### src/rtl/osp_pkg.sv
package osp_pkg;

  // bit 0: block drives the outgoing ready, bit 1: block obeys the incoming ready
  typedef enum logic [1:0] {
    RDY_NONE   = 2'b00,
    RDY_MASTER = 2'b01,
    RDY_SLAVE  = 2'b10,
    RDY_BOTH   = 2'b11
  } rdy_mode_e;

  localparam int unsigned DEF_TIME_W = 16;

endpackage

### src/rtl/osp_xfer_reg.sv
module osp_xfer_reg #(
  parameter int unsigned XFER_W = 32,
  parameter int unsigned TIME_W = 16
) (
  input  logic              clk,
  input  logic              rst_n,
  input  logic              cfg_load,
  input  logic              wr_valid,
  input  logic [XFER_W-1:0] wr_data,
  input  logic              wr_timed,
  input  logic [TIME_W-1:0] wr_time,
  input  logic              take,
  input  logic              tw_fire,
  output logic              wr_ready,
  output logic [XFER_W-1:0] xr_data,
  output logic              xr_full,
  output logic              tw_pend,
  output logic [TIME_W-1:0] tw_target
);

  logic accept;
  logic full_d, pend_d;
  logic data_en, time_en;

  assign wr_ready = !xr_full && !tw_pend;
  assign accept   = wr_valid && wr_ready;
  assign data_en  = accept;
  assign time_en  = accept && wr_timed;

  always_comb begin
    full_d = xr_full;
    pend_d = tw_pend;
    if (take)    full_d = 1'b0;
    if (accept)  full_d = 1'b1;
    if (time_en) pend_d = 1'b1;
    if (tw_fire) pend_d = 1'b0;
    if (cfg_load) begin
      full_d = 1'b0;
      pend_d = 1'b0;
    end
  end

  always_ff @(posedge clk or negedge rst_n) begin
    if (!rst_n) begin
      xr_full <= 1'b0;
      tw_pend <= 1'b0;
    end else begin
      xr_full <= full_d;
      tw_pend <= pend_d;
    end
  end

  always_ff @(posedge clk or negedge rst_n) begin
    if (!rst_n) begin
      xr_data <= '0;
    end else if (data_en) begin
      xr_data <= wr_data;
    end
  end

  always_ff @(posedge clk or negedge rst_n) begin
    if (!rst_n) begin
      tw_target <= '0;
    end else if (time_en) begin
      tw_target <= wr_time;
    end
  end

  // a timed write blocks the next write
  p_timed_blocks_r3: assert property (@(posedge clk) disable iff (!rst_n)
    (wr_valid && wr_ready && wr_timed && !cfg_load) |=> !wr_ready);

  // an accepted write fills the register
  p_accept_fills_r3: assert property (@(posedge clk) disable iff (!rst_n)
    (wr_valid && wr_ready && !cfg_load) |=> xr_full);

endmodule

### src/rtl/osp_shifter.sv
module osp_shifter #(
  parameter int unsigned PIN_W  = 4,
  parameter int unsigned XFER_W = 32
) (
  input  logic              clk,
  input  logic              rst_n,
  input  logic              cfg_load,
  input  logic [PIN_W-1:0]  cfg_init,
  input  logic              go,
  input  logic              xr_full,
  input  logic [XFER_W-1:0] xr_data,
  output logic              take,
  output logic              has_data,
  output logic [PIN_W-1:0]  pins
);

  localparam int unsigned NELEM = XFER_W / PIN_W;
  localparam int unsigned CNT_W = $clog2(NELEM + 1);
  localparam logic [CNT_W-1:0] FULL_CNT = CNT_W'(NELEM);
  localparam logic [CNT_W-1:0] ONE_CNT  = CNT_W'(1);

  logic [XFER_W-1:0] sh_q, sh_d;
  logic [CNT_W-1:0]  cnt_q, cnt_d;
  logic [PIN_W-1:0]  pins_q, pins_d;
  logic              last_out;
  logic              sh_en, pins_en;

  assign has_data = (cnt_q != '0);
  assign last_out = go && (cnt_q == ONE_CNT);
  assign take     = xr_full && (!has_data || last_out);
  assign sh_en    = go || take || cfg_load;
  assign pins_en  = go || cfg_load;
  assign pins     = pins_q;

  always_comb begin
    sh_d   = sh_q;
    cnt_d  = cnt_q;
    pins_d = pins_q;
    if (go) begin
      pins_d = sh_q[PIN_W-1:0];
      sh_d   = sh_q >> PIN_W;
      cnt_d  = cnt_q - ONE_CNT;
    end
    if (take) begin
      sh_d  = xr_data;
      cnt_d = FULL_CNT;
    end
    if (cfg_load) begin
      pins_d = cfg_init;
      sh_d   = '0;
      cnt_d  = '0;
    end
  end

  always_ff @(posedge clk or negedge rst_n) begin
    if (!rst_n) begin
      sh_q  <= '0;
      cnt_q <= '0;
    end else if (sh_en) begin
      sh_q  <= sh_d;
      cnt_q <= cnt_d;
    end
  end

  always_ff @(posedge clk or negedge rst_n) begin
    if (!rst_n) begin
      pins_q <= '0;
    end else if (pins_en) begin
      pins_q <= pins_d;
    end
  end

  // no launch, no pin change
  p_hold_last_r8: assert property (@(posedge clk) disable iff (!rst_n)
    (!go && !cfg_load) |=> $stable(pins_q));

  // a refill presents a whole word
  p_refill_full_r2: assert property (@(posedge clk) disable iff (!rst_n)
    (take && !cfg_load) |=> (cnt_q == FULL_CNT));

  // a launch needs data in the FIFO
  p_launch_has_data_r1: assert property (@(posedge clk) disable iff (!rst_n)
    go |-> (cnt_q != '0));

endmodule

### src/rtl/osp_launch_ctl.sv
module osp_launch_ctl
  import osp_pkg::*;
#(
  parameter int unsigned TIME_W = 16
) (
  input  logic              clk,
  input  logic              rst_n,
  input  logic              cfg_load,
  input  logic [1:0]        cfg_mode,
  input  logic              port_tick,
  input  logic              rdy_in,
  input  logic              has_data,
  input  logic              tw_pend,
  input  logic [TIME_W-1:0] tw_target,
  input  logic [TIME_W-1:0] port_count,
  output logic              go,
  output logic              tw_fire,
  output logic              rdy_out
);

  rdy_mode_e mode_q;
  logic      obey_in, drive_out, in_ok, time_ok;

  always_ff @(posedge clk or negedge rst_n) begin
    if (!rst_n) begin
      mode_q <= RDY_NONE;
    end else if (cfg_load) begin
      mode_q <= rdy_mode_e'(cfg_mode);
    end
  end

  assign obey_in   = (mode_q == RDY_SLAVE) || (mode_q == RDY_BOTH);
  assign drive_out = (mode_q == RDY_MASTER) || (mode_q == RDY_BOTH);
  assign in_ok     = !obey_in || rdy_in;
  assign tw_fire   = port_tick && tw_pend && (port_count == tw_target);
  assign time_ok   = !tw_pend || tw_fire;
  assign go        = port_tick && has_data && in_ok && time_ok;
  assign rdy_out   = drive_out && has_data && !tw_pend;

  // a low incoming ready in a gated mode never launches
  p_gate_in_r6: assert property (@(posedge clk) disable iff (!rst_n)
    (obey_in && !rdy_in) |-> !go);

  // the strobe stays down while a timed write waits
  p_timed_quiet_r9: assert property (@(posedge clk) disable iff (!rst_n)
    tw_pend |-> !rdy_out);

endmodule

### src/rtl/strobed_ser_out.sv
module strobed_ser_out
  import osp_pkg::*;
#(
  parameter int unsigned PIN_W  = 4,
  parameter int unsigned XFER_W = 32,
  parameter int unsigned TIME_W = DEF_TIME_W
) (
  input  logic              clk,
  input  logic              rst_n,
  input  logic              cfg_load,
  input  logic [1:0]        cfg_mode,
  input  logic [PIN_W-1:0]  cfg_init,
  input  logic              wr_valid,
  output logic              wr_ready,
  input  logic [XFER_W-1:0] wr_data,
  input  logic              wr_timed,
  input  logic [TIME_W-1:0] wr_time,
  input  logic              port_tick,
  input  logic [TIME_W-1:0] port_count,
  input  logic              rdy_in,
  output logic              rdy_out,
  output logic [PIN_W-1:0]  pins
);

  logic              rst_meta, rst_q;
  logic              go, tw_fire, take, has_data;
  logic              xr_full, tw_pend;
  logic [XFER_W-1:0] xr_data;
  logic [TIME_W-1:0] tw_target;

  always_ff @(posedge clk or negedge rst_n) begin
    if (!rst_n) begin
      rst_meta <= 1'b0;
      rst_q    <= 1'b0;
    end else begin
      rst_meta <= 1'b1;
      rst_q    <= rst_meta;
    end
  end

  osp_xfer_reg #(.XFER_W(XFER_W), .TIME_W(TIME_W)) u_xfer (
    .clk       (clk),
    .rst_n     (rst_q),
    .cfg_load  (cfg_load),
    .wr_valid  (wr_valid),
    .wr_data   (wr_data),
    .wr_timed  (wr_timed),
    .wr_time   (wr_time),
    .take      (take),
    .tw_fire   (tw_fire),
    .wr_ready  (wr_ready),
    .xr_data   (xr_data),
    .xr_full   (xr_full),
    .tw_pend   (tw_pend),
    .tw_target (tw_target)
  );

  osp_shifter #(.PIN_W(PIN_W), .XFER_W(XFER_W)) u_shift (
    .clk      (clk),
    .rst_n    (rst_q),
    .cfg_load (cfg_load),
    .cfg_init (cfg_init),
    .go       (go),
    .xr_full  (xr_full),
    .xr_data  (xr_data),
    .take     (take),
    .has_data (has_data),
    .pins     (pins)
  );

  osp_launch_ctl #(.TIME_W(TIME_W)) u_ctl (
    .clk        (clk),
    .rst_n      (rst_q),
    .cfg_load   (cfg_load),
    .cfg_mode   (cfg_mode),
    .port_tick  (port_tick),
    .rdy_in     (rdy_in),
    .has_data   (has_data),
    .tw_pend    (tw_pend),
    .tw_target  (tw_target),
    .port_count (port_count),
    .go         (go),
    .tw_fire    (tw_fire),
    .rdy_out    (rdy_out)
  );

  // pins move only on a tick or a configure
  p_tick_only_r11: assert property (@(posedge clk) disable iff (!rst_q)
    (!port_tick && !cfg_load) |=> $stable(pins));

  // configure places the initial value
  p_cfg_init_r10: assert property (@(posedge clk) disable iff (!rst_q)
    cfg_load |=> (pins == $past(cfg_init)));

  // pins frozen while a timed write waits for its match
  p_timed_hold_r9: assert property (@(posedge clk) disable iff (!rst_q)
    (tw_pend && !tw_fire && !cfg_load) |=> $stable(pins));

endmodule

### config.mk
export PLATFORM = sky130hd
export DESIGN_NAME = strobed_ser_out
export DESIGN_NICKNAME = d
export VERILOG_FILES = /design/src/rtl/osp_pkg.sv /design/src/rtl/osp_xfer_reg.sv /design/src/rtl/osp_shifter.sv /design/src/rtl/osp_launch_ctl.sv /design/src/rtl/strobed_ser_out.sv
export SDC_FILE = /design/constraint.sdc
export NUM_CORES = 1
export LEC_CHECK = 0
export BUFFER_PORTS_ARGS = -buffer_cell sky130_fd_sc_hd__buf_2
export CORE_UTILIZATION = 57
export CTS_BUF_LIST = sky130_fd_sc_hd__clkbuf_8
export DETAILED_ROUTE_END_ITERATION = 12
export PLACE_DENSITY = 0.82
export SLEW_MARGIN = 10
export SYNTH_ARGS = -nofsm -noshare
export SYNTH_HDL_FRONTEND = slang
export SYNTH_HIERARCHICAL = 1
export SYNTH_SLANG_ARGS = --single-unit
### constraint.sdc
create_clock -name clk -period 3.42 [get_ports clk]
set_input_delay 0.513 -clock clk [delete_from_list [all_inputs] [get_ports clk]]
set_output_delay 0.513 -clock clk [all_outputs]
set_load 0.02 [all_outputs]
==> run_results.csv, run 1 <==
group,metric,value,unit
outcome,outcome,"finished clean",
synth,ys_types,39,
clock_network,cts_tree,"yes",
synth,synth_area_per_cell,13.35,sq um
finish,final_util,0.6822,
timing,setup_viol,0,
detailed_routing,wl_per_cell,16.76,um
die,io_pins,83,
synth,synth_top_area_cell,"dfrtp_1",
timing,timing.fmax,0.3717,GHz
hold_path,whs_path_depth,3,
timing,final_hold_viol_count,0,
worst_setup_path,path_class,"flop to flop",
synth,synth_warnings,6,
finish,syn2layout_area_growth,13.79,%
die,die_h,90.04,um
global_route,grt_max_degree,74,
timing,fin_crit_sh,0.7865,
worst_setup_path,arrival,2950,ps
timing,tightestPinTransition,1029,ps
clock_network,numCtsBuffers,9,
worst_setup_path,r2r.worst_path.cells,9,
clock_network,h-tree-depth,3,
power_and_ir_drop,p_total,2.921,mW
global_route,grt_pass1_vias,3144,
finish,final_nets,486,
global_route,grt_first_pass_wirelength,14.56,mm
synth,netlist.area_leader.share,0.5324,
timing,rsz0062_at_grt,"no",
clock_network,cts.reportedPaths.clkPinSlew,90,ps
clock_network,insertion_delay,360,ps
synth,ys_ff_latch,94,
die,rows,31,
worst_setup_path,start_kind,"flop",
hold_path,holdCritPathClass,"primary input to flop",
finish,fillers,570,
die,die_w,90.04,um
synth,syn_nets,410,
detailed_routing,vias,2939,
place,gp_congestion,0.7556,
global_route,grt.overflow.total,0,
global_route,grt_antenna_before_repair,0,
flow_run,cap_viol_max_count,0,
timing,max-slew-margin-rel,0.3132,
synth,synthesis.area,0.004418,sq mm
worst_setup_path,crit_required,3680,ps
detailed_routing,vias_per_cell,5.751,
clock_network,cts.repair.resized,0,
detailed_routing,drtPass1Iterations,5,
clock_network,numClockSinks,94,
place,io_buffer_count,82,
die,coreArea,0.007370,sq mm
detailed_routing,drt_iter0_drc,170,
finish,ff_latch_area,0.002356,sq mm
synth,synth_edf_count,0,
synth,post-synth-top-count-cell,"dfrtp_1",
die,die_area,0.008107,sq mm
synth,synth-async-reset-ratio,1.000,
place,hpwlAfterDp,5.704,mm
synth,syn_inst,331,
synth,ys_top_cells_by_count,"94 x dfrtp_1, 37 x mux2_2, 32 x mux2i_1",
finish,antenna_cells,0,
die,start_util,0.5995,
worst_setup_path,end_kind,"flop",
timing,slew_violations,0,
finish,drive_gt1_frac,0.3665,
clock_network,cts-root-buf,"clkbuf_8",
detailed_routing,detail-route-antenna-nets,0,
detailed_routing,drt_wl_total,8.562,mm
timing,tns,0,ps
worst_setup_path,crit_fanout,32,
synth,netlist_top_cells_area,"dfrtp_1 53%, mux2_2 9.4%, mux2i_1 7.3%, nand4b_1 5.6%, o31ai_1 4.8%",
synth,synthFlopType,"dfrtp_1",
power_and_ir_drop,powerDensity,581.0,mW/mm^2
power_and_ir_drop,p_leak,2.178,nW
power_and_ir_drop,peakVddDrop,412.4,uV
timing,skew,9.267,ps
clock_network,clockBufferDepth,2,
timing,period_minus_slack,2690,ps
finish,multiInputGateArea,0.001857,sq mm
global_route,grt_usage,0.2260,
synth,seq_area_frac_synth,0.5324,
detailed_routing,drc,0,
state kept, by name, indices dropped and copies added (netlist names):
name,cells
u_xfer/xr_data,32
rst_meta,1
u_xfer/xr_full,1
u_shift/pins,4
u_ctl/mode_q,2
u_shift/cnt_q,4
rst_q,1
u_xfer/tw_target,16
u_shift/sh_q,32
u_xfer/tw_pend,1
area by class of cell:
type                            count  area share
Multi-Input combinational cell    206      0.3693
Tap cell                           99     0.02464
Clock buffer                       12     0.03285
Clock inverter                      4    0.005973
Sequential cell                    94      0.4686
Timing Repair Buffer               90     0.09408
Inverter                            6    0.004480
placed cells by master, fill, tap and decap left out, types with 2 or more instances in the layout:
cell type and count:
a22o_1 4, mux2_2 37, buf_2 82, clkinv_4 2
clkbuf_8 12, ha_1 2, nand2_1 9, buf_4 7
a31oi_1 2, o31ai_1 28, inv_1 5, mux2_1 12
nand4b_1 28, o21ai_0 5, dfrtp_1 93, xor2_1 16
nor4_1 3, nor2_1 3, xnor2_1 3, mux2i_1 32
nor3_1 4
final timing paths:
| path | start | to | slack (ps) |
|---|---|---|---|
| setup reg to reg | u_xfer/tw_target[10] | u_xfer/xr_full | 730 |
| min in group asynchronous | rst_n | rst_q | 460 |
| hold / removal | cfg_init[1] | u_shift/pins[1] | 360 |
| hold reg to reg | rst_meta | rst_q | 360 |
| setup / recovery | u_xfer/tw_target[10] | u_xfer/xr_full | 730 |
| max in group asynchronous | rst_q | u_shift/sh_q[19] | 2140 |
timing repair:
item | in CTS | in global routing
hold buffers | 1 | 0
hold endpoints to repair | 2 | 0
buffers inserted | 0 | 0
metal layers:
metal	GRT usage	vias up	wire, um
li1	-	1375	-
met1	0.2929	1462	3714
met2	0.3658	95	4217
met3	0.05499	7	525
met4	0.09274	0	104
met5	0	-	0
logic make-up after synthesis:
group | count (synthesis) | synth area share
adders and majority gates | 2 | 0.005663
xor gates and xnor gates | 19 | 0.03767
muxes | 81 | 0.1974
and+or+nand+nor | 57 | 0.09488
DFF | 94 | 0.5324
AOI/OAI and AO/OA | 46 | 0.07929
buffers and inverters | 31 | 0.05182
other | 1 | 0.0008488
worst max-delay path, cell delays in order (launching register included):
cell,delay (ps)
dfrtp_1,410
xor2_1,170
nor4_1,520
a31oi_1,190
nor3_2,280
a21o_1,190
nand2_1,80
inv_2,450
nor2b_1,100
o21ba_2,210
power by group:
part | internal [mW] | total (mW) | switching [mW] | leakage, nW
combinational | 0.344 | 0.726 | 0.381 | 0.903
clock | 0.325 | 0.705 | 0.380 | 0.0986
sequential | 1.33 | 1.49 | 0.164 | 1.18
total | 2.00 | 2.92 | 0.925 | 2.18
through the flow:
step | worst slack (ps) | hold slack (ps) | cells | cell area, sq um
after global routing | 522.5 | 360.3 | 511 | 5027
final | 730.0 | 359.2 | 511 | 5027
after detailed placement | 573.0 | 299.4 | 494 | 4822
after global placement | 677.0 | 298.8 | 494 | 4822
after CTS | 762.6 | 348.3 | 511 | 5027
after floorplan | 607.8 | 217.4 | 331 | 4418
(Power assumes the default switching activity.)
==> run 2: changes to the inputs <==
Settings changed: ABC_AREA set to 1, CORE_UTILIZATION 57 to 58.
Clock period 3.42 ns to 2.75 ns, I/O delays scaled along.
==> run_results.csv, run 2 <==
group,metric,value,unit
synth,syn_inst,618,
clock_network,clockBufferDepth,2,
worst_setup_path,crit_fanout,61,
synth,synth-async-reset-ratio,1.000,
clock_network,cts-root-buf,"clkbuf_8",
timing,setup_viol,0,
synth,post-synth-top-count-cell,"nand2_1",
place,pre_cts_slack,224.2,ps
global_route,grt_usage,0.2647,
detailed_routing,vias_per_cell,5.439,
detailed_routing,drc,0,
synth,ys_types,29,
synth,synth_edf_count,0,
synth,synth_warnings,6,
timing,tightestPinTransition,646.0,ps
place,io_buffer_count,82,
finish,final_nets,761,
timing,slew_violations,0,
detailed_routing,detail-route-antenna-nets,0,
clock_network,numCtsBuffers,9,
timing,tns,0,ps
global_route,grt_first_pass_wirelength,18.04,mm
synth,ys_ff_latch,94,
power_and_ir_drop,peakVddDrop,459.2,uV
worst_setup_path,path_buf_inv,1,
timing,max-slew-margin-rel,0.5693,
die,io_pins,83,
worst_setup_path,r2r_setup_slack,300,ps
timing,skew,15.96,ps
timing,final_hold_viol_count,0,
worst_setup_path,end_kind,"flop",
worst_setup_path,arrival,2710,ps
worst_setup_path,crit_path_max_incr_delay,410,ps
detailed_routing,dr_wl_met3,523,um
clock_network,h-tree-depth,3,
die,die_area,0.008605,sq mm
hold_path,holdCritPathClass,"primary input to flop",
detailed_routing,wl_per_cell,13.71,um
place,hpwlAfterDp,7.663,mm
finish,syn2layout_area_growth,11.94,%
global_route,grt_antenna_before_repair,0,
clock_network,cts_tree,"yes",
finish,mostFrequentLayoutCell,"nand2_1",
timing,fin_crit_sh,0.8892,
worst_setup_path,path_class,"flop to flop",
synth,seq_area_frac_synth,0.4923,
detailed_routing,vias,4291,
synth,syn_nets,697,
synth,synth_top_area_cell,"dfrtp_1",
die,die_h,92.77,um
die,rows,32,
worst_setup_path,crit_required,3020,ps
timing,period_minus_slack,2445,ps
finish,drive_gt1_frac,0.1790,
synth,netlist.area_leader.share,0.4923,
synth,ys_top_cells_by_count,"273 x nand2_1, 94 x dfrtp_1, 78 x nand3_1",
detailed_routing,drtPass1Iterations,5,
flow_run,cap_viol_max_count,0,
synth,netlist_top_cells_area,"dfrtp_1 49%, nand2_1 21%, nand3_1 8.2%, nand4_1 6.0%, inv_1 2.4%",
timing,finalWorstSetupSlack,304.6,ps
timing,rsz0062_at_grt,"no",
synth,synth_area_per_cell,7.732,sq um
outcome,outcome,"finished clean",
die,start_util,0.6089,
power_and_ir_drop,powerDensity,729.7,mW/mm^2
detailed_routing,met2WireLength,5.416,mm
clock_network,numClockSinks,94,
global_route,grt.overflow.total,0,
clock_network,cts.reportedPaths.clkPinSlew,110,ps
die,die_w,92.77,um
finish,antenna_cells,0,
place,gp_congestion,0.8942,
finish,top_regs,"u_shift/sh_q: 32 flops, u_xfer/xr_data: 32 flops, u_xfer/tw_target: 16 flops",
finish,layout_common_cells,"273 x nand2_1, 93 x dfrtp_1, 82 x buf_2, 78 x nand3_1, 46 x nand4_1",
finish,final_cells,789,
timing,timing.fmax,0.4089,GHz
worst_setup_path,crit_slowest_cell,"dfrtp_1",
timing,hold-worst-slack,277.6,ps
place,placed_cells,772,
synth,synthesis.area,0.004778,sq mm
clock_network,insertion_delay,360,ps
worst_setup_path,crit_chain,"xnor2_1 > nand3_1 > nor2_1 > nand3_1 > a21oi_1 > nand2_2 > nand2_2 > nand3_2 > buf_4 > nor2_2 > nand2_1 > o21ai_0",
global_route,grt_pass1_vias,4045,
worst_setup_path,path_delay_family,"simple AND/OR/NAND/NOR gates",
power_and_ir_drop,p_leak,3.023,nW
detailed_routing,drt_wl_total,10.81,mm
global_route,grt_max_degree,62,
worst_setup_path,start_kind,"flop",
die,coreArea,0.007848,sq mm
detailed_routing,met1Wirelength,4.724,mm
synth,synthFlopType,"dfrtp_1",
detailed_routing,highest_layer,"met4",
clock_network,post_cts_buffers,0,
detailed_routing,drt_iter0_drc,248,
==> run 2: metrics by stage <==
| stage | total power, mW | cell area [sq um] | util |
|---|---|---|---|
| 2_1_floorplan | 2.809 | 4780 | - |
| 3_3_place_gp | 3.012 | 5156 | 0.6570 |
| 3_5_place_dp | 3.063 | 5156 | 0.6570 |
| 4_1_cts | 3.917 | 5346 | 0.6813 |
| 5_1_grt | 4.168 | 5349 | 0.6816 |
| 6_report | 3.903 | 5349 | 0.6816 |
==> run 2: worst min-delay path, delay by kind of cell <==
kind                   cells  cell delay [ps]
AND/OR/NAND/NOR            2              120
buffers and inverters      1               80
==> run 2: worst paths after layout <==
path,start,endpoint,cells after the start
min,wr_data[11],u_xfer/xr_data[11],3
max,u_xfer/tw_target[4],u_shift/sh_q[29],12
max in group asynchronous,rst_q,u_shift/cnt_q[2],1
min reg2reg,rst_q,u_xfer/tw_target[4],0
min in group asynchronous,rst_n,rst_q,2
max reg2reg,u_xfer/tw_target[4],u_shift/sh_q[29],12
==> run 2: layout make-up <==
cell class / count / area (sq um)
clock buffers: 9 / 123.9
fillers: 694 / 2499
repair buffers: 92 / 513.0
flip-flops and latches: 94 / 2356
well taps: 102 / 127.6
multi-input cells: 453 / 2052
clock inverters: 7 / 56.30
inverters: 32 / 120.1
==> run 2: routing by layer <==
| layer | vias to the layer above | track usage |
|---|---|---|
| li1 | 2118 | - |
| met1 | 2014 | 0.3448 |
| met2 | 143 | 0.4589 |
| met3 | 16 | 0.04680 |
| met4 | 0 | 0.06282 |
| met5 | - | 0 |
==> run 2: repair_timing <==
action                                  CTS  global route
hold buffers                              1             0
endpoints found under the setup margin    0             1
endpoints found under the hold margin     2             0
resized for setup                         0             1
==> run 2: cell families (layout without fill, tap and decap cells) <==
family | after synthesis | after routing | share of synthesized area
simple gates | 432 | 432 | 0.3967
flops | 94 | 94 | 0.4923
buf+inv | 71 | 140 | 0.07882
compound gates | 11 | 11 | 0.01283
xor+xnor | 6 | 6 | 0.01100
fa+ha+maj | 2 | 2 | 0.005236
other cells | 1 | 1 | 0.0007848
mux | 1 | 1 | 0.002356
==> run 2: report_power, final <==
| group | total [mW] | leakage, nW | switching (mW) | internal (mW) |
|---|---|---|---|---|
| Clock | 0.849 | 0.0968 | 0.505 | 0.344 |
| Sequential | 1.81 | 1.21 | 0.187 | 1.62 |
| Combinational | 1.24 | 1.71 | 0.829 | 0.414 |
==> run 3: changes to the inputs <==
--- a/constraint.sdc
+++ b/constraint.sdc
@@ -3,2 +3,2 @@
 set_output_delay 0.4125 -clock clk [all_outputs]
-set_load 0.02 [all_outputs]
+set_load 0.005 [all_outputs]
==> run_results.csv, run 3 (synthesis results as in run 2) <==
group,metric,value,unit
outcome,outcome,"finished clean",
finish,ff_latch_area,0.002356,sq mm
clock_network,cts.reportedPaths.clkPinSlew,90,ps
power_and_ir_drop,powerDensity,733.2,mW/mm^2
clock_network,cts_hold_buffers,1,
finish,fillers,684,
flow_run,cap_viol_max_count,0,
timing,setup_viol,0,
die,die_h,92.77,um
detailed_routing,vias,4352,
die,io_pins,83,
clock_network,numClockSinks,94,
power_and_ir_drop,p_total,3.946,mW
timing,timing.fmax,0.4035,GHz
global_route,grt_max_degree,62,
worst_setup_path,r2r-start,"u_xfer/tw_target[4]",
worst_setup_path,crit_chain,"xnor2_1 > nand3_1 > nor2_1 > nand3_1 > a21oi_1 > nand2_2 > nand2_2 > nand3_2 > buf_4 > nor2_1 > nand2_1 > o21ai_0",
timing,final_hold_viol_count,0,
worst_setup_path,startpoint,"u_xfer/tw_target[4]",
timing,fin_crit_sh,0.9013,
die,die_w,92.77,um
worst_setup_path,r2r_setup_slack,270,ps
timing,max-slew-margin-rel,0.5971,
finish,mostFrequentLayoutCell,"nand2_1",
clock_network,cts.repair.resized,0,
global_route,grt_antenna_before_repair,0,
finish,final_nets,764,
die,coreArea,0.007848,sq mm
timing,slew_violations,0,
global_route,grt.overflow.total,0,
finish,layout_common_cells,"273 x nand2_1, 93 x dfrtp_1, 82 x buf_2, 78 x nand3_1, 46 x nand4_1",
detailed_routing,drt_wl_total,10.97,mm
finish,multiInputGateArea,0.002049,sq mm
finish,top_regs,"u_shift/sh_q: 32 flops, u_xfer/xr_data: 32 flops, u_xfer/tw_target: 16 flops",
worst_setup_path,crit_required,3030,ps
clock_network,clockBufferDepth,2,
worst_setup_path,crit_fanout,61,
global_route,grt_first_pass_wirelength,18.37,mm
detailed_routing,drc,0,
timing,period_minus_slack,2478,ps
timing,skew,7.696,ps
clock_network,cts-root-buf,"clkbuf_8",
hold_path,holdCritPathClass,"primary input to flop",
die,die_area,0.008605,sq mm
clock_network,insertion_delay,360,ps
power_and_ir_drop,p_leak,3.050,nW
timing,tns,0,ps
finish,antenna_cells,0,
worst_setup_path,crit_slowest_cell,"dfrtp_1",
worst_setup_path,path_class,"flop to flop",
detailed_routing,detail-route-antenna-nets,0,
detailed_routing,vias_per_cell,5.495,
detailed_routing,wl_per_cell,13.86,um
global_route,grt_usage,0.2743,
place,gp_congestion,0.9025,
die,rows,32,
die,start_util,0.6089,
global_route,grt_pass1_vias,3990,
clock_network,numCtsBuffers,9,
detailed_routing,drt_iter0_drc,350,
finish,syn2layout_area_growth,12.62,%
power_and_ir_drop,peakVddDrop,418.4,uV
finish,final_cells,792,
place,io_buffer_count,82,
clock_network,h-tree-depth,3,
timing,rsz0062_at_grt,"no",
finish,drive_gt1_frac,0.1783,
hold_path,hold_start,"cfg_mode[1]",
timing,tightestPinTransition,604.4,ps
clock_network,cts_tree,"yes",
clock_network,post_cts_buffers,0,
worst_setup_path,arrival,2750,ps
detailed_routing,drtPass1Iterations,5,
worst_setup_path,start_kind,"flop",
timing,hold-worst-slack,261.9,ps
worst_setup_path,end_kind,"flop",
worst_setup_path,crit_path_max_incr_delay,400,ps
place,placed_cells,775,
place,hpwlAfterDp,7.847,mm
==> run 3: cell type report <==
type	instances	area share
flip-flops and latches	94	0.4378
multi-input cells	453	0.3808
repair buffers	95	0.09951
clock buffers	10	0.02558
well taps	102	0.02372
inverters	32	0.02232
clock inverters	6	0.01023
==> run 3: layer usage <==
metal | GRT usage | wire (um) | vias up | share of wire
met2 | 0.4400 | 5401 | 150 | 0.49
met4 | 0.1026 | 240 | 0 | 0.022
met1 | 0.3692 | 4751 | 2057 | 0.43
met5 | 0 | 0 | - | 0
met3 | 0.05337 | 580 | 21 | 0.053
li1 | - | - | 2124 | -
==> run 3: critical path, delay by kind of cell (launching register included) <==
kind            cells  cell delay [ps]
simple gates        8             1060
flops               1              400
buf+inv             1              330
compound gates      2              310
xor+xnor            1              300
==> run 3: report_power, final <==
group	switching (mW)	internal [mW]
combinational	0.808	0.421
clock	0.462	0.438
sequential	0.192	1.62
total	1.46	2.48
==> run 3: stage by stage <==
stage                     cell area (sq um)  worst slack [ps]    util
after floorplan                        4780             882.7       -
after detailed placement               5179             260.7  0.6599
after global placement                 5179             334.6  0.6599
after global routing                   5381             78.11  0.6857
after CTS                              5381             285.9  0.6857
final                                  5381             271.5  0.6857
==> run 3: path summary, 6_finish.rpt <==
kind                                 endpoint  cells past startpoint
setup / recovery             u_shift/sh_q[30]                     12
max in group asynchronous     u_shift/sh_q[6]                      1
setup reg to reg             u_shift/sh_q[30]                     12
hold / removal                u_ctl/mode_q[1]                      3
hold reg to reg            u_xfer/xr_data[12]                      0
min in group asynchronous  u_xfer/xr_data[12]                      0
